==> src/rtl/dma_arb_pkg.sv <==
// Package: shared types and helpers for the DMA channel arbiter.
// Assumes software levels are two bits wide, with a larger value meaning more urgent.
package dma_arb_pkg;

    localparam int LEVEL_W = 2;

    typedef logic [LEVEL_W-1:0] level_t;

    localparam level_t LEVEL_LOW       = 2'd0;
    localparam level_t LEVEL_MEDIUM    = 2'd1;
    localparam level_t LEVEL_HIGH      = 2'd2;
    localparam level_t LEVEL_VERY_HIGH = 2'd3;

    // Width of a binary channel index. It is never zero, even for a single channel.
    function automatic int idx_width(input int n);
        return (n > 1) ? $clog2(n) : 1;
    endfunction

endpackage

==> src/rtl/dma_req_merge.sv <==
// Request merge: folds each channel's group of peripheral lines into one
// request bit and gates that bit with the channel enable.
// Assumes the lines of channel c occupy chan_lines[c*LINES_PER_CH +: LINES_PER_CH].
module dma_req_merge #(
    parameter int NUM_CH       = 7,
    parameter int LINES_PER_CH = 4
) (
    input  logic [NUM_CH-1:0]              chan_en,
    input  logic [NUM_CH*LINES_PER_CH-1:0] chan_lines,
    output logic [NUM_CH-1:0]              chan_req
);

    // One OR-and-gate per channel.
    for (genvar g = 0; g < NUM_CH; g++) begin : g_merge
        assign chan_req[g] = chan_en[g] & (|chan_lines[g*LINES_PER_CH +: LINES_PER_CH]);
    end

endmodule

==> src/rtl/dma_prio_select.sv <==
// Two-tier selector, purely combinational. It first finds the highest software
// level among the requesting channels. Within that level it picks the lowest channel number.
// Assumes the level of channel c sits at chan_level[c*LEVEL_W +: LEVEL_W].
module dma_prio_select
    import dma_arb_pkg::*;
#(
    parameter int NUM_CH = 7,
    parameter int IDX_W  = 3
) (
    input  logic [NUM_CH-1:0]         chan_req,
    input  logic [NUM_CH*LEVEL_W-1:0] chan_level,
    output logic [NUM_CH-1:0]         pick_vec,
    output logic [IDX_W-1:0]          pick_idx,
    output logic                      pick_any
);

    level_t lvl_arr [NUM_CH];
    level_t top_lvl;
    logic   found;

    // Split the flat level bus into one field per channel.
    for (genvar g = 0; g < NUM_CH; g++) begin : g_lvl
        assign lvl_arr[g] = chan_level[g*LEVEL_W +: LEVEL_W];
    end

    // Tier one: find the highest level held by any requesting channel.
    always_comb begin
        top_lvl = LEVEL_LOW;
        found   = 1'b0;
        for (int c = 0; c < NUM_CH; c++) begin
            if (chan_req[c] && (!found || (lvl_arr[c] > top_lvl))) begin
                top_lvl = lvl_arr[c];
                found   = 1'b1;
            end
        end
    end

    // Tier two: the scan runs downward, so the last match is the lowest channel number at the top level.
    always_comb begin
        pick_vec = '0;
        pick_idx = '0;
        for (int c = NUM_CH - 1; c >= 0; c--) begin
            if (chan_req[c] && (lvl_arr[c] == top_lvl)) begin
                pick_vec    = '0;
                pick_vec[c] = 1'b1;
                pick_idx    = IDX_W'(c);
            end
        end
    end

    assign pick_any = found;

endmodule

==> src/rtl/dma_grant_hold.sv <==
// Grant register: loads the selector's choice while idle and keeps it until
// the done strobe. The release cycle is always followed by one idle cycle.
// Assumes xfer_done is meaningful only while a grant is held.
module dma_grant_hold #(
    parameter int NUM_CH = 7,
    parameter int IDX_W  = 3
) (
    input  logic              clk,
    input  logic              rst_n,
    input  logic [NUM_CH-1:0] pick_vec,
    input  logic [IDX_W-1:0]  pick_idx,
    input  logic              pick_any,
    input  logic              xfer_done,
    output logic [NUM_CH-1:0] grant_vec,
    output logic [IDX_W-1:0]  grant_idx,
    output logic              grant_valid
);

    // Load when idle, hold while busy, clear on done.
    always_ff @(posedge clk) begin
        if (!rst_n) begin
            grant_vec   <= '0;
            grant_idx   <= '0;
            grant_valid <= 1'b0;
        end else if (grant_valid) begin
            if (xfer_done) begin
                grant_vec   <= '0;
                grant_idx   <= '0;
                grant_valid <= 1'b0;
            end
        end else if (pick_any) begin
            grant_vec   <= pick_vec;
            grant_idx   <= pick_idx;
            grant_valid <= 1'b1;
        end
    end

endmodule

==> src/rtl/dma_channel_arbiter.sv <==
// Top level of the DMA channel arbiter: request merge, then two-tier
// selection, then the grant register.
// Assumes one transfer per grant, ended by a single-cycle xfer_done strobe.
module dma_channel_arbiter
    import dma_arb_pkg::*;
#(
    parameter int NUM_CH       = 7,
    parameter int LINES_PER_CH = 4,
    localparam int IDX_W       = idx_width(NUM_CH)
) (
    input  logic                           clk,
    input  logic                           rst_n,
    input  logic [NUM_CH-1:0]              chan_en,
    input  logic [NUM_CH*LINES_PER_CH-1:0] chan_lines,
    input  logic [NUM_CH*LEVEL_W-1:0]      chan_level,
    input  logic                           xfer_done,
    output logic [NUM_CH-1:0]              grant_vec,
    output logic [IDX_W-1:0]               grant_idx,
    output logic                           grant_valid
);

    logic [NUM_CH-1:0] chan_req;
    logic [NUM_CH-1:0] pick_vec;
    logic [IDX_W-1:0]  pick_idx;
    logic              pick_any;

    dma_req_merge #(
        .NUM_CH      (NUM_CH),
        .LINES_PER_CH(LINES_PER_CH)
    ) u_merge (
        .chan_en   (chan_en),
        .chan_lines(chan_lines),
        .chan_req  (chan_req)
    );

    dma_prio_select #(
        .NUM_CH(NUM_CH),
        .IDX_W (IDX_W)
    ) u_select (
        .chan_req  (chan_req),
        .chan_level(chan_level),
        .pick_vec  (pick_vec),
        .pick_idx  (pick_idx),
        .pick_any  (pick_any)
    );

    dma_grant_hold #(
        .NUM_CH(NUM_CH),
        .IDX_W (IDX_W)
    ) u_hold (
        .clk        (clk),
        .rst_n      (rst_n),
        .pick_vec   (pick_vec),
        .pick_idx   (pick_idx),
        .pick_any   (pick_any),
        .xfer_done  (xfer_done),
        .grant_vec  (grant_vec),
        .grant_idx  (grant_idx),
        .grant_valid(grant_valid)
    );

endmodule

==> config.mk <==
export PLATFORM = sky130hd
export DESIGN_NAME = dma_channel_arbiter
export DESIGN_NICKNAME = d
export VERILOG_FILES = /design/src/rtl/dma_arb_pkg.sv /design/src/rtl/dma_req_merge.sv /design/src/rtl/dma_prio_select.sv /design/src/rtl/dma_grant_hold.sv /design/src/rtl/dma_channel_arbiter.sv
export SDC_FILE = /design/constraint.sdc
export NUM_CORES = 1
export LEC_CHECK = 0
export ABC_AREA = 1
export ABC_CLOCK_PERIOD_IN_PS = 9900
export BUFFER_PORTS_ARGS = -buffer_cell sky130_fd_sc_hd__buf_2
export CAP_MARGIN = 40
export CORE_UTILIZATION = 54
export CTS_CLUSTER_SIZE = 30
export DETAILED_ROUTE_END_ITERATION = 10
export PLACE_DENSITY = 0.86
export SYNTH_ARGS = -nofsm -noshare
export SYNTH_HDL_FRONTEND = slang
export SYNTH_SLANG_ARGS = --single-unit
==> constraint.sdc <==
create_clock -name clk -period 9.9 [get_ports clk]
set_clock_uncertainty 0.2 [all_clocks]
set_input_delay 0.495 -clock clk [delete_from_list [all_inputs] [get_ports clk]]
set_output_delay 0.495 -clock clk [all_outputs]
set_load 0.005 [all_outputs]
Word-level counts from Yosys, hierarchy flattened. Cells that the tools add are included.

Input bits: 52. Logic and storage cells: 95. Output and inout port bits: 11. Register bits: 11.

Order comparisons: 6. Multiplexer cells: 37. Bitwise logic cells: 7. Reductions and logical operators: 34. Equality and inequality tests: 8.

Operator list (count): 7-bit 2-to-1 mux (10); 3-bit 2-to-1 mux (10); 4-bit OR reduction (7); 2-bit equality test (7); 2-bit 2-to-1 mux (7); 1-bit logical AND (13); 2-bit greater-than comparator (6); 1-bit 2-to-1 mux (10); 1-bit bitwise AND (7); 1-bit zero test (6); 1-bit logical OR (6); 2-bit inequality test, second input constant (1); 2-bit AND reduction (1); 2-bit nonzero test (1).

Longest topological paths before layout.
Depth in word-level cells: 38. Gate-level depth with buffers: 63. Mapped depth without buffers: 63.

By module. From an unflattened synthesis, not the netlist that was laid out.

Cells, all modules: 280. Area, all modules: 1665.3 µm².

Modules (own cells, without submodules): dma_prio_select (area each 1154.9 µm², cells each 202, sequential area each 0.0 µm², times used 1); dma_grant_hold (area each 396.6 µm², cells each 50, sequential area each 220.2 µm², times used 1); dma_req_merge (area each 113.9 µm², cells each 28, sequential area each 0.0 µm², times used 1).

Worst setup path before layout. OpenSTA, ideal clock, no wires.

Path kind: input port to flip-flop. Start point: input port chan_lines[1]. End point: register u_hold.grant_idx[1]. Library setup time: 72 ps. Data required time: 9628 ps. Path buffers: 0. Setup slack: 2937 ps. Data arrival time: 6691 ps. Stages on the path: 62. Path through: nor2_2 > a21oi_2 > nand2_1 > ha_1 > inv_1 > o21bai_1 > nand2_1 > nand2_2 > nand2_2 > nand2_1 > nand2_1 > ha_1 > inv_1 > nor2_1 > o21ai_0 > nand2_1 > nand2_2 > clkinv_2 > [... 26 more ...] > inv_2 > nand2_1 > nand2_1 > ha_1 > inv_1 > nor2_1 > o21ai_0 > a21oi_4 > inv_2 > nand3_2 > nand2_4 > xor2_1 > nand2_2 > inv_2 > nor2_4 > nand2_1 > nand2_1 > a21oi_1.

Word-level cells in the longest chain between the ends: 38. Elaborated cells between the ends (all ways): 65. Classes of those cells: order compare: 6; eq/ne: 7; mux: 23; bitwise: 1; reduce/logical: 28.

RTL lines: start, declared (line dma_channel_arbiter.sv:14) `input logic [NUM_CH*LINES_PER_CH-1:0] chan_lines,`; 4-bit OR reduction * (line dma_req_merge.sv:15) `assign chan_req[g] = chan_en[g] & (|chan_lines[g*LINES_PER_CH +: LINES_PER_CH]);`; 1-bit bitwise AND * (line dma_req_merge.sv:15); 2-bit 2-to-1 mux or 1-bit 2-to-1 mux (tied branches) (line dma_prio_select.sv:31) `if (chan_req[c] && (!found || (lvl_arr[c] > top_lvl))) begin`; 2-bit greater-than comparator or 1-bit zero test (tied branches) (line dma_prio_select.sv:31); 1-bit logical OR (line dma_prio_select.sv:31); 1-bit logical AND (line dma_prio_select.sv:31); 2-bit 2-to-1 mux or 1-bit 2-to-1 mux (tied branches) (line dma_prio_select.sv:31); 2-bit greater-than comparator or 1-bit zero test (tied branches) (line dma_prio_select.sv:31); [... 16 more ...]; 1-bit logical OR (line dma_prio_select.sv:31); 1-bit logical AND (line dma_prio_select.sv:31); 2-bit 2-to-1 mux (line dma_prio_select.sv:31); 2-bit equality test (line dma_prio_select.sv:43) `if (chan_req[c] && (lvl_arr[c] == top_lvl)) begin`; 1-bit logical AND (line dma_prio_select.sv:43); 3-bit 2-to-1 mux (7 in a row) (line dma_prio_select.sv:43); 3-bit 2-to-1 mux (line dma_grant_hold.sv:31) `end else if (pick_any) begin`; 3-bit 2-to-1 mux (line dma_grant_hold.sv:25) `end else if (grant_valid) begin`; end signal, assigned (line dma_grant_hold.sv:33) `grant_idx <= pick_idx;`; end, declared (line dma_grant_hold.sv:15) `output logic [IDX_W-1:0] grant_idx,`.

Every way passes the cells marked *; elsewhere a longest branch is shown, timed or not. The select of a mux whose other input is x is not followed. A chain may end at the register's enable or synchronous reset.

Worst setup path in the final report.
Start point: input port chan_en[0]. End point: register u_hold.grant_vec[1].

Word-level cells in the longest chain between the ends: 36. Elaborated cells between the ends (all ways): 61. Classes of those cells: order compare: 6; eq/ne: 6; mux: 22; bitwise: 1; reduce/logical: 26.

RTL lines: start, declared (line dma_channel_arbiter.sv:13) `input logic [NUM_CH-1:0] chan_en,`; 1-bit bitwise AND * (line dma_req_merge.sv:15); 2-bit 2-to-1 mux or 1-bit 2-to-1 mux (tied branches) (line dma_prio_select.sv:31); 2-bit greater-than comparator or 1-bit zero test (tied branches) (line dma_prio_select.sv:31); 1-bit logical OR (line dma_prio_select.sv:31); 1-bit logical AND (line dma_prio_select.sv:31); 2-bit 2-to-1 mux or 1-bit 2-to-1 mux (tied branches) (line dma_prio_select.sv:31); 2-bit greater-than comparator or 1-bit zero test (tied branches) (line dma_prio_select.sv:31); 1-bit logical OR (line dma_prio_select.sv:31); [... 15 more ...]; 1-bit logical OR (line dma_prio_select.sv:31); 1-bit logical AND (line dma_prio_select.sv:31); 2-bit 2-to-1 mux (line dma_prio_select.sv:31); 2-bit equality test (line dma_prio_select.sv:43); 1-bit logical AND (line dma_prio_select.sv:43); 7-bit 2-to-1 mux (6 in a row) (line dma_prio_select.sv:43); 7-bit 2-to-1 mux (line dma_grant_hold.sv:31); 7-bit 2-to-1 mux (line dma_grant_hold.sv:25); end signal, assigned (line dma_grant_hold.sv:32) `grant_vec <= pick_vec;`; end, declared (line dma_grant_hold.sv:14) `output logic [NUM_CH-1:0] grant_vec,`.

Marked as above.

==> results.toml <==
[outcome]
outcome = "finished, violations left"
violations = "design-rule violations"

[cts]
clockBufferDepth = 2
cts_max_level = 1
clkTransAtPathRegs_ns = 0.07
clk_latency_ns = 0.27
cts_tree = "built"
cts_buffers = 3
post_cts_resize_count = 0
cts_hold_buf = 0
cts.sinks = 11
cts_setup_buffers = 0
root_buffer = "clkbuf_4"

[setup_path]
rr_worst_depth = 6
cp-end-kind = "flop"
max_stage_delay_ns = 0.31
crit_path_start_kind = "input port"
timing.rr.end = "u_hold.grant_vec[1]$_SDFFE_PN0P_"
crit_top_cell = "nand2_1"
cp_max_fo = 5
crit_start = "chan_en[0]"
rr_startpoint = "u_hold.grant_valid$_SDFF_PN0_"
worst-r2r-setup-slack_ns = 8.45
cp_slowest_cell = "ha_1"
arrival_ns = 7.49
worst-setup-path-type = "in2reg"
cp_data_required_time_ns = 9.86

[global_routing]
grt_overflow = 0
grt_max_degree = 10
grt_pass1_vias = 1743
grt_pass1_wl_um = 6596
antenna_found_initial = 0
grt_use_total_pct = 24.28

[timing]
fin_crit_ns = 7.534
fmax_mhz = 132.7
fin_crit_sh_pct = 76.10
hold_viol_final = 0
setup_viol = 0
tightest_slew_ns = 0.5625
finalSetupTns_ns = 0
drv_slew = 0
maxSlewHeadroom_pct = 62.09
rsz0062_at_grt = "false"

[synthesis]
seq_area_frac_synth_pct = 13.31
synth_top_area_share_pct = 21.33
synthCells = 277
postSynthNetCount = 341
post-synth-top-count-cell = "nand2_1"
synth_edf_count = 0
synthTopCellsByCount = "nand2_1, inv_1, nand3_1"
async_flop_share_pct = 0
ys_top_cells_by_area = "nand2_1, dfxtp_1, nand3_1"
avgSynthCellArea_um2 = 5.971
synth_flop_cell = "dfxtp_1"
yosys_warnings = 0
synth_seq_cells = 11
synth.largest_area_cell = "nand2_1"
synth.distinct_cells = 29
syn_area_mm2 = 0.001654

[power_and_ir_drop]
max-vdd-ir-drop_mv = 0.09310
totalPowerFinal_mw = 0.3091
power_density_mw_per_mm2 = 152.3
leakage_nw = 1.193

[floorplan]
io_pins = 63
coreArea_mm2 = 0.002829
rows = 19
initial_core_util_pct = 58.47
die_height_um = 57.35
die-width_um = 57.35
dieArea_mm2 = 0.003288

[routing]
wl_per_cell_um = 10.02
avgViaCountPerCell = 5.110
vias = 1911
route.detailed.drc = 4
first_pass_iters = 8
drtIter0Drc = 71
ant_nets = 0
routed_wl_um = 3746

[hold_path]
hold_start = "u_hold.grant_vec[6]$_SDFFE_PN0P_"
hold_depth = 2
hp-class = "reg2reg"
holdPathEnd = "u_hold.grant_vec[6]$_SDFFE_PN0P_"

[place]
gp_congestion = 0.8662
dp.final_hpwl_um = 3355
io_buffer_count = 62

[layout]
drive_gt1_share_pct = 31.78
syn2layout_area_growth_pct = 22.69
diodes = 0
nNetsFinal = 408

[run]
maxCapViolCount = 0
-- through the flow --
stage	hold slack, ns	worst slack [ns]	utilization [%]	cell area [um^2]	cells
floorplan	0.2606	2.937	-	1654	277
global placement	0.2514	2.285	70.81	2003	370
detailed placement	0.2527	2.061	70.81	2003	370
CTS	0.2634	2.319	71.74	2029	374
global route	0.2780	1.471	71.74	2029	374
finish	0.2617	2.366	71.74	2029	374
-- sequential cells by signal, summed over array words and instances, names as in the netlist --
signal and count:
u_hold.grant_vec 7, u_hold.grant_idx 3, u_hold.grant_valid 1
-- routing by layer --
layer | routed length (um) | up-vias | GRT usage [%]
met2 | 1827 | 59 | 45.35
met5 | 0 | - | 0
met4 | 53 | 0 | 5.226
li1 | - | 1010 | -
met3 | 191 | 8 | 3.401
met1 | 1673 | 834 | 29.14
-- cell type report --
cell class	count	area (um^2)
Multi-Input combinational cell	222	1267
Clock buffer	4	26.28
Sequential cell	11	220.2
Tap cell	31	38.79
Timing Repair Buffer	62	310.3
Inverter	44	166.4
Fill cell	280	799.5
-- how the worst max path moves through the flow --
stage	end	slack (ns)
after floorplan	u_hold.grant_idx[1]$_SDFFE_PN0P_	2.94
after detailed placement	u_hold.grant_vec[1]$_SDFFE_PN0P_	2.06
after CTS	u_hold.grant_vec[1]$_SDFFE_PN0P_	2.32
final	u_hold.grant_vec[1]$_SDFFE_PN0P_	2.37
after global routing	u_hold.grant_idx[0]$_SDFFE_PN0P_	1.47
after global placement	u_hold.grant_vec[1]$_SDFFE_PN0P_	2.29
-- cells by family (layout without fill, tap and decap cells) --
logic type / Yosys count / count (layout) / synth area share [%]
xor+xnor: 2 / 2 / 1.513
fa+ha+maj: 12 / 12 / 9.077
flops: 11 / 11 / 13.31
simple gates: 184 / 184 / 54.39
compound gates: 24 / 24 / 11.65
buf+inv: 44 / 110 / 10.06
-- critical path, delay by kind of cell --
kind	cells	cell delay, ns
buffers and inverters	15	1.16
AOI/OAI and AO/OA	10	1.56
adders and majority gates	6	1.73
and+or+nand+nor	32	2.51
-- power by group --
| group | leakage [nW] | internal, mW | switching (mW) |
|---|---|---|---|
| combinational | 1.09 | 0.0822 | 0.142 |
| sequential | 0.0898 | 0.0510 | 0.00336 |
| clock | 0.0150 | 0.0156 | 0.0154 |
-- cell usage in the layout, fill, tap and decap left out, drive strengths merged --
cell / instances
nand2: 110
buf: 62
nand3: 44
inv: 41
nor2: 28
ha: 12
a21oi: 12
dfxtp: 11
o21ai: 8
clkbuf: 4
clkinv: 3
o41ai: 2
xor2: 2
o21bai: 1
nand4: 1
o21a: 1
nor3: 1
No activity file was read; power rests on OpenSTA's default activity.
